**config.mk**
```make
export PLATFORM = sky130hd
export DESIGN_NAME = mdio_mgmt_master
export DESIGN_NICKNAME = d
export VERILOG_FILES = /design/src/rtl/mdio_pkg.sv /design/src/rtl/mdio_clk_gen.sv /design/src/rtl/mdio_frame_seq.sv /design/src/rtl/mdio_cmd_reg.sv /design/src/rtl/mdio_mgmt_master.sv
export SDC_FILE = /design/constraint.sdc
export NUM_CORES = 1
export LEC_CHECK = 0
export BUFFER_PORTS_ARGS = -buffer_cell sky130_fd_sc_hd__buf_2
export CORE_MARGIN = 3
export CORE_UTILIZATION = 53
export CTS_BUF_LIST = sky130_fd_sc_hd__clkbuf_8 sky130_fd_sc_hd__clkbuf_16
export DETAILED_ROUTE_END_ITERATION = 6
export MAX_ROUTING_LAYER = met4
export PLACE_DENSITY_LB_ADDON = 0.05
export SLEW_MARGIN = 0
export SYNTH_ARGS = -nofsm -noshare
export SYNTH_HDL_FRONTEND = slang
export SYNTH_HIERARCHICAL = 1
export SYNTH_SLANG_ARGS = --single-unit
```
**constraint.sdc**
```tcl
create_clock -name clk -period 5 [get_ports clk]
set_input_delay 1.5 -clock clk [delete_from_list [all_inputs] [get_ports clk]]
set_output_delay 1.5 -clock clk [all_outputs]
set_load 0.01 [all_outputs]
```
**src/rtl/mdio_pkg.sv**
```systemverilog
package mdio_pkg;
  localparam int          CMD_W   = 32;
  localparam int          OP_HI   = 29;
  localparam int          OP_LO   = 28;
  localparam logic [1:0]  OP_RD   = 2'b10;
  localparam int          RX_BITS = 18;
endpackage

```
**src/rtl/mdio_clk_gen.sv**
```systemverilog
module mdio_clk_gen #(
  parameter int DIVSEL_W = 2,
  parameter int DIV_BASE = 8
) (
  input  logic                clk,
  input  logic                rst_n,
  input  logic                start,
  input  logic                run,
  input  logic [DIVSEL_W-1:0] div_sel,
  output logic                rise_tick,
  output logic                fall_tick
);
  localparam int MAX_DIV = DIV_BASE << ((1 << DIVSEL_W) - 1);
  localparam int CNT_W   = $clog2(MAX_DIV);

  logic [CNT_W-1:0]    cnt_q, cnt_d;
  logic [DIVSEL_W-1:0] sel_q, sel_d;
  logic [CNT_W:0]      period, half;

  always_comb begin
    period    = (CNT_W+1)'(DIV_BASE) << sel_q;
    half      = period >> 1;
    rise_tick = run && ({1'b0, cnt_q} == half - 1'b1);
    fall_tick = run && ({1'b0, cnt_q} == period - 1'b1);
  end

  always_comb begin
    cnt_d = cnt_q;
    sel_d = sel_q;
    if (start) begin
      cnt_d = '0;
      sel_d = div_sel;
    end else if (run) begin
      cnt_d = fall_tick ? '0 : cnt_q + 1'b1;
    end
  end

  always_ff @(posedge clk or negedge rst_n) begin
    if (!rst_n) begin
      cnt_q <= '0;
      sel_q <= '0;
    end else begin
      cnt_q <= cnt_d;
      sel_q <= sel_d;
    end
  end

  // the ratio stays fixed while a frame runs
  assert_ratio_hold_R2: assert property (@(posedge clk) disable iff (!rst_n)
    (run && !start && $past(run)) |-> $stable(sel_q));
endmodule

```
**src/rtl/mdio_frame_seq.sv**
```systemverilog
module mdio_frame_seq #(
  parameter int FRAME_LEN = 64,
  localparam int BIT_W    = $clog2(FRAME_LEN)
) (
  input  logic             clk,
  input  logic             rst_n,
  input  logic             start,
  input  logic             port_en,
  input  logic             rise_tick,
  input  logic             fall_tick,
  output logic             busy,
  output logic [BIT_W-1:0] bit_idx,
  output logic             mdc_lvl
);
  localparam logic [BIT_W-1:0] LAST = BIT_W'(FRAME_LEN - 1);

  logic             busy_d, mdc_d;
  logic [BIT_W-1:0] bit_d;

  always_comb begin
    busy_d = busy;
    bit_d  = bit_idx;
    mdc_d  = mdc_lvl;
    if (start) begin
      busy_d = 1'b1;
      bit_d  = '0;
      mdc_d  = 1'b0;
    end else if (!busy || !port_en) begin
      busy_d = 1'b0;
      mdc_d  = 1'b0;
    end else begin
      if (rise_tick) mdc_d = 1'b1;
      if (fall_tick) begin
        mdc_d = 1'b0;
        if (bit_idx == LAST) busy_d = 1'b0;
        else                 bit_d  = bit_idx + 1'b1;
      end
    end
  end

  always_ff @(posedge clk or negedge rst_n) begin
    if (!rst_n) begin
      busy    <= 1'b0;
      bit_idx <= '0;
      mdc_lvl <= 1'b0;
    end else begin
      busy    <= busy_d;
      bit_idx <= bit_d;
      mdc_lvl <= mdc_d;
    end
  end

  // every frame begins at bit zero
  assert_frame_start_R3: assert property (@(posedge clk) disable iff (!rst_n)
    $rose(busy) |-> (bit_idx == '0) && !mdc_lvl);
  // a new bit only appears together with a falling clock
  assert_bit_on_fall_R4: assert property (@(posedge clk) disable iff (!rst_n)
    (busy && $past(busy) && (bit_idx != $past(bit_idx))) |-> (!mdc_lvl && $past(mdc_lvl)));
  // the clock only rises inside a frame
  assert_mdc_in_frame_R2: assert property (@(posedge clk) disable iff (!rst_n)
    $rose(mdc_lvl) |-> busy);
endmodule

```
**src/rtl/mdio_cmd_reg.sv**
```systemverilog
module mdio_cmd_reg
  import mdio_pkg::*;
#(
  parameter int PRE_LEN   = 32,
  localparam int FRAME_LEN = PRE_LEN + CMD_W,
  localparam int BIT_W     = $clog2(FRAME_LEN),
  localparam int IDX_W     = $clog2(CMD_W)
) (
  input  logic             clk,
  input  logic             rst_n,
  input  logic             start,
  input  logic [CMD_W-1:0] wdata,
  input  logic             busy,
  input  logic [BIT_W-1:0] bit_idx,
  input  logic             rise_tick,
  input  logic             mdio_i,
  output logic [CMD_W-1:0] cmd_q,
  output logic             tx_bit,
  output logic             tx_en
);
  localparam logic [BIT_W-1:0] RX_FIRST = BIT_W'(FRAME_LEN - RX_BITS);
  localparam logic [BIT_W-1:0] PRE_B    = BIT_W'(PRE_LEN);

  logic [CMD_W-1:0] cmd_d;
  logic [BIT_W-1:0] wpos;
  logic [IDX_W-1:0] widx;
  logic             is_read, rx_win;

  always_comb begin
    is_read = (cmd_q[OP_HI:OP_LO] == OP_RD);
    wpos    = bit_idx - PRE_B;
    widx    = IDX_W'(CMD_W - 1) - wpos[IDX_W-1:0];
    rx_win  = (bit_idx >= RX_FIRST);
    tx_bit  = (bit_idx < PRE_B) ? 1'b1 : cmd_q[widx];
    tx_en   = busy && !(is_read && rx_win);
  end

  always_comb begin
    cmd_d = cmd_q;
    if (start)
      cmd_d = wdata;
    else if (busy && is_read && rx_win && rise_tick)
      cmd_d[widx] = mdio_i;
  end

  always_ff @(posedge clk or negedge rst_n) begin
    if (!rst_n) cmd_q <= '0;
    else        cmd_q <= cmd_d;
  end

  // the upper fields stay untouched while a frame runs
  assert_upper_hold_R7: assert property (@(posedge clk) disable iff (!rst_n)
    (busy && $past(busy)) |-> (cmd_q[CMD_W-1:RX_BITS] == $past(cmd_q[CMD_W-1:RX_BITS])));
  // a write frame leaves the stored word unchanged
  assert_write_keep_R6: assert property (@(posedge clk) disable iff (!rst_n)
    (busy && $past(busy) && !is_read) |-> $stable(cmd_q));
endmodule

```
**src/rtl/mdio_mgmt_master.sv**
```systemverilog
module mdio_mgmt_master
  import mdio_pkg::*;
#(
  parameter int PRE_LEN  = 32,
  parameter int DIVSEL_W = 2,
  parameter int DIV_BASE = 8
) (
  input  logic                clk,
  input  logic                rst_n,
  input  logic                port_en,
  input  logic [DIVSEL_W-1:0] div_sel,
  input  logic                cmd_wr,
  input  logic [CMD_W-1:0]    cmd_wdata,
  output logic [CMD_W-1:0]    cmd_rdata,
  output logic                idle,
  output logic                mdc,
  output logic                mdio_o,
  output logic                mdio_oe,
  input  logic                mdio_i
);
  localparam int FRAME_LEN = PRE_LEN + CMD_W;
  localparam int BIT_W     = $clog2(FRAME_LEN);

  logic             start, run, busy, rise_tick, fall_tick, mdc_lvl, tx_bit, tx_en;
  logic [BIT_W-1:0] bit_idx;

  always_comb begin
    start = cmd_wr && !busy && port_en;
    run   = busy && port_en;
  end

  mdio_clk_gen #(.DIVSEL_W(DIVSEL_W), .DIV_BASE(DIV_BASE)) u_clk (
    .clk(clk), .rst_n(rst_n), .start(start), .run(run), .div_sel(div_sel),
    .rise_tick(rise_tick), .fall_tick(fall_tick)
  );

  mdio_frame_seq #(.FRAME_LEN(FRAME_LEN)) u_seq (
    .clk(clk), .rst_n(rst_n), .start(start), .port_en(port_en),
    .rise_tick(rise_tick), .fall_tick(fall_tick),
    .busy(busy), .bit_idx(bit_idx), .mdc_lvl(mdc_lvl)
  );

  mdio_cmd_reg #(.PRE_LEN(PRE_LEN)) u_cmd (
    .clk(clk), .rst_n(rst_n), .start(start), .wdata(cmd_wdata), .busy(busy),
    .bit_idx(bit_idx), .rise_tick(rise_tick), .mdio_i(mdio_i),
    .cmd_q(cmd_rdata), .tx_bit(tx_bit), .tx_en(tx_en)
  );

  always_comb begin
    idle    = !busy;
    mdc     = mdc_lvl && port_en;
    mdio_oe = tx_en && port_en;
    mdio_o  = tx_bit;
  end

  // losing the port enable ends any frame on the next edge
  assert_abort_R8: assert property (@(posedge clk) disable iff (!rst_n)
    $fell(port_en) |=> idle);
  // a strobe while busy does not restart the frame
  assert_no_restart_R7: assert property (@(posedge clk) disable iff (!rst_n)
    (!idle && cmd_wr && port_en) |=> !($past(bit_idx) != '0 && bit_idx == '0 && !idle));
endmodule

```
# Word-level counts from Yosys, hierarchy flattened
# Cells that the tools add are included.
dict set report word_totals {
  regBits 48
  word_cells 71
}
dict set report classes {
  add_sub_neg 6
  magnitude_cmp 4
  n_eq_ne 6
  n_shift 1
  n_mux 23
  reduce_logical 25
}
# op n
set op_table {}
lappend op_table {{$mux W32} 2}
lappend op_table {{$mux W6} 7}
lappend op_table {{$bwmux W32} 1}
lappend op_table {{$eq A6 B7 Y1} 2}
lappend op_table {{$logic_and A1 B1 Y1} 13}
lappend op_table {{$add A6 B1 Y6 const B} 2}
lappend op_table {{$mux W1} 11}
lappend op_table {{$shl A4 B2 Y7 const A} 1}
lappend op_table {{$sub A6 B1 Y7 const B} 1}
lappend op_table {{$sub A7 B1 Y7 const B} 1}
lappend op_table {{$eq A6 B6 Y1 const B} 1}
lappend op_table {{$ge A6 B6 Y1 const B} 1}
lappend op_table {{$lt A5 B6 Y1 const B} 1}
lappend op_table {{$lt A6 B6 Y1 const B} 1}
lappend op_table {{$reduce_bool A2 Y1} 3}
lappend op_table {{$reduce_bool A3 Y1} 2}
lappend op_table {{$bmux W1 S5} 1}
lappend op_table {{$demux W1 S5} 1}
lappend op_table {{$ge A5 B1 Y1 const B} 1}
lappend op_table {{$sub A5 B1 Y5 const B} 1}
lappend op_table {{$sub A5 B5 Y5 const A} 1}
lappend op_table {{$ne A2 B2 Y1 const B} 2}
lappend op_table {{$reduce_bool A4 Y1} 1}
lappend op_table {{$logic_not A1 Y1} 3}
lappend op_table {{4 further kinds} 4}

# Longest topological paths before layout
dict set report depth {
  word_depth 9
  ltp_mapped 9
  mapped_depth_nobuf 9
}

# Hierarchy
# Netlist, hierarchy kept.
# module n_inst cells_per_inst area_per_inst_um2 seq_area_each_um2
set modules_own_cells {}
lappend modules_own_cells {mdio_cmd_reg 1 185 1936.9 800.8}
lappend modules_own_cells {mdio_clk_gen 1 55 536.8 200.2}
lappend modules_own_cells {mdio_frame_seq 1 43 429.2 200.2}
lappend modules_own_cells {mdio_mgmt_master 1 5 32.5 0.0}

# Worst setup path before layout
# OpenSTA, ideal clock, no wires.
dict set report synth_timing {
  kind {in2reg}
  startpoint {in port_en}
  endpoint {reg u_cmd.cmd_q[3]}
  arrival_ns 3.354
  required_ns 4.879
  path_slack_ns 1.524
  path_stages 7
  path_buffers 0
  cell_sequence {and2_2 > nand2_1 > nor4_1 > or3b_4 > or3_4 > o21ai_1 > nand2_1}
}
dict set report synth_between {
  elab_chain_len 4
  elab_cells_between_ends 6
  classes_between {mux: 1; reduce/logical: 5}
}
# element line
set synth_lines {}
lappend synth_lines {{start, declared} mdio_mgmt_master.sv:10} ;# input logic port_en,
lappend synth_lines {{$logic_and A1 B1 Y1} mdio_mgmt_master.sv:29} ;# run = busy && port_en;
lappend synth_lines {{$logic_and A1 B1 Y1} mdio_clk_gen.sv:23} ;# rise_tick = run && ({1'b0, cnt_q} == half - 1'b1);
lappend synth_lines {{via rise_tick} mdio_mgmt_master.sv:24} ;# logic start, run, busy, rise_tick, fall_tick, mdc_lvl, tx_bit, tx_en;
lappend synth_lines {{$logic_and A1 B1 Y1} mdio_cmd_reg.sv:42} ;# else if (busy && is_read && rx_win && rise_tick)
lappend synth_lines {{$reduce_bool A2 Y1 (no line)} n/a}
lappend synth_lines {{end signal, assigned} mdio_cmd_reg.sv:48} ;# else cmd_q <= cmd_d;
lappend synth_lines {{end, declared} mdio_cmd_reg.sv:17} ;# output logic [CMD_W-1:0] cmd_q,
# The timed path passes the listed nets, and every way through them passes these cells.
# A chain may end at the register's enable or synchronous reset.

# Worst setup path in the final report
dict set report layout_timing {
  startpoint {reg u_seq.bit_idx[0]}
  endpoint {out mdio_o}
}
dict set report layout_between {
  elab_chain_len 5
  elab_cells_between_ends 6
  classes_between {add/sub: 2; order compare: 1; mux: 3}
}
# element line
set layout_lines {}
lappend layout_lines {{start, declared} mdio_frame_seq.sv:12} ;# output logic [BIT_W-1:0] bit_idx,
lappend layout_lines {{start signal, assigned} mdio_frame_seq.sv:48} ;# bit_idx <= bit_d;
lappend layout_lines {{$sub A5 B1 Y5} mdio_cmd_reg.sv:31} ;# wpos = bit_idx - PRE_B;
lappend layout_lines {{$sub A5 B5 Y5} mdio_cmd_reg.sv:32} ;# widx = IDX_W'(CMD_W - 1) - wpos[IDX_W-1:0];
lappend layout_lines {{$bmux W1 S5} mdio_cmd_reg.sv:34} ;# tx_bit = (bit_idx < PRE_B) ? 1'b1 : cmd_q[widx];
lappend layout_lines {{$mux W1 (not written as such)} mdio_cmd_reg.sv:34}
lappend layout_lines {{$mux W1 *} mdio_cmd_reg.sv:34}
lappend layout_lines {{end, declared} mdio_mgmt_master.sv:17} ;# output logic mdio_o,
# Every way passes the cells marked *; elsewhere a longest branch is shown, timed or not. The select of a mux whose other input is x is not followed.

==> flow_summary.ini <==
[outcome]
run_status = finished clean

[cells_and_area]
antenna_cells = 0
layout_common_cells = buf_2 (74), dfrtp_1 (48), nand2_1 (30)
syn2layout_area_growth_pct = 16.1
drive_gt1_share_pct = 34.3
layout.nets = 398
final_common_cell = buf_2
design_area_mm2 = 0.00341

[floorplanning]
ios = 75
fp-row-count = 26
start_util_pct = 56.0
dieArea_mm2 = 0.00647
dieHeight_um = 80.4
core_mm2 = 0.00524
dieWidth_um = 80.4

[synth]
synth_seq_area_share_pct = 40.9
synth_edf_count = 0
synth_warnings = 6
syn_avg_cell_area_um2 = 10.2
ys_types = 59
synth_seq_cells = 48
syn_nets = 330
synthCells = 288
synth_top_flop_cell = dfrtp_1
synth_async_sr_flop_share_pct = 100
syn_area_mm2 = 0.00294
synthTopCellsByArea = dfrtp_1 (41%), mux2_2 (7.7%), nor2b_1 (4.5%)
synth_top_area_cell = dfrtp_1
synth_top_area_share_pct = 40.9

[clock_tree]
cts_setup_buffers = 0
cts_hold_buffers = 0
cts_buffer_depth = 2
cts_buffers = 5
root_buffer = clkbuf_8
tritoncts = built
path_clk_slew_ps = 80
h-tree-depth = 2
clk_latency_ps = 300
cts_resized = 0
cts_sinks = 48

[sta]
max-slew-margin-rel_pct = 29.3
fin_crit_sh_pct = 77.9
finalHoldViolations = 0
tightest_slew_ps = 1060
finClkSkew_ps = 5.98
fin_tns_setup_ps = 0
finalSetupViolations = 0
max_freq_mhz = 257
finalCriticalPeriod_ps = 3900
maxSlewViolCount = 0
rsz0062_at_grt = no

[worst_hold_path]
holdPathStages = 2
hold-path-endpoint = u_clk/cnt_q[1]
min_path_type = flop to flop
hold_start = u_clk/cnt_q[1]

[critical_path]
r2r_slack_ps = 1900
slowest_delay_ps = 790
start_kind = flop
critical-path-slowest-cell = dfrtp_1
path_max_fanout = 20
cp.arrival_ps = 2400
timing.rr.start = u_clk/sel_q[1]
cp-end-kind = primary output
crit_required_ps = 3500
reg2reg_to = u_cmd/cmd_q[13]
reg2reg_depth = 10
setup.worst_path.class = flop to primary output
path_cells = mux4_1, nand3_1, a31oi_1, a311o_1, buf_2

[drt]
drt_first_pass_iters = 5
ant_nets = 0
drt_iter0_markers = 270
routedWlPerCell_um = 17.2
wirelength_um = 7330
vias = 2537
drcViolationCount = 0
via_per_inst = 5.96

[power]
total_leakage_power_nw = 1.51
p_per_area_mw_per_mm2 = 293
ir_drop_mv = 0.240

[placement]
postPlaceCellArea_mm2 = 0.00333
port-buffer-count = 74
dp_hpwl_um = 5220
place_congestion = 0.860

[global_routing]
grt_max_degree = 72
grtUsageTotal_pct = 24.3
gr-total-overflow = 0
antenna_found_initial = 0
grt_pass1_vias = 2400
grt_pass1_wl_um = 11900

[job]
maxCapViolCount = 0
## synth_stat cells (3+ instances only)
cell type	instances
inv_1	4
nand2b_1	6
nand3_1	7
a22oi_1	16
xor2_1	3
nand2_1	30
mux2i_1	4
nor2_1	12
or3_1	3
nor4_1	7
dfrtp_1	48
nor2b_1	21
clkbuf_1	9
ha_1	3
mux4_2	4
buf_6	3
nand3b_1	4
and2_1	3
and3_1	3
a31oi_1	4
o21ai_1	4
nor3_1	5
or2_2	3
xnor2_1	4
mux2_2	20
buf_2	3
o21ai_0	18
## registers in the layout, summed over array words and instances, names as in the netlist
signal         flops
u_clk/cnt_q        6
u_clk/sel_q        2
u_cmd/cmd_q       32
u_seq/bit_idx      6
u_seq/busy         1
u_seq/mdc_lvl      1
## worst max-delay path: cells and delay by family, from the launching register on
kind	cells	cell delay [ps]
DFF	1	790
muxes	1	670
AOI/OAI and AO/OA	2	380
buffers and inverters	1	140
and+or+nand+nor	1	110
## worst max path at each step
stage / slack, ps / cells past startpoint / from / endpoint
after floorplan: 1520 / 7 / port_en / u_cmd/cmd_q[3]
after global placement: 1350 / 9 / port_en / u_cmd/cmd_q[7]
after detailed placement: 1300 / 9 / port_en / u_cmd/cmd_q[3]
after CTS: 1110 / 5 / u_seq/bit_idx[0] / mdio_o
after global routing: 990 / 5 / u_seq/bit_idx[0] / mdio_o
final: 1100 / 5 / u_seq/bit_idx[0] / mdio_o
## per-layer routing
layer / routed length, um / vias to the layer above / track usage (%)
met1: 3340 / 1199 / 34.5
met4: 91 / 0 / 5.91
met2: 3310 / 121 / 36.0
met3: 589 / 17 / 4.71
met5: 0 / - / -
li1: - / 1200 / -
## report_power, final
| part | switching [mW] | leakage (nW) | total, mW | internal, mW |
|---|---|---|---|---|
| Sequential | 0.0652 | 0.604 | 0.515 | 0.450 |
| Combinational | 0.127 | 0.865 | 0.265 | 0.138 |
| Clock | 0.124 | 0.0452 | 0.217 | 0.0933 |
## area by class of cell
type	instances	area (um^2)
inverter	4	15.0
sequential	48	1200
clock inverter	2	8.76
clock buffer	5	68.8
tap	70	87.6
multi-input combinational	220	1630
timing repair buffer	77	393
fill	446	1830
## metrics by stage
stage	setup slack (ps)	utilization [%]	hold WS [ps]	cells	power, mW
after global routing	986	65.1	569	426	1.06
after CTS	1110	65.1	532	426	1.01
final	1100	65.1	526	426	0.997
after detailed placement	1300	63.6	512	419	0.788
after global placement	1350	63.6	498	419	0.783
after floorplan	1520	-	475	288	0.666
## cell families after synthesis
group	Yosys count	synth area share (%)
AO/OA/AOI/OAI	59	14.1
XOR/XNOR	7	2.09
adder cells (fa/ha/maj)	3	1.28
buffers and inverters	20	3.45
flip-flops	48	40.9
multiplexers	30	13.9
AND/OR/NAND/NOR	121	24.3
Power figures use the tool's default switching activity.
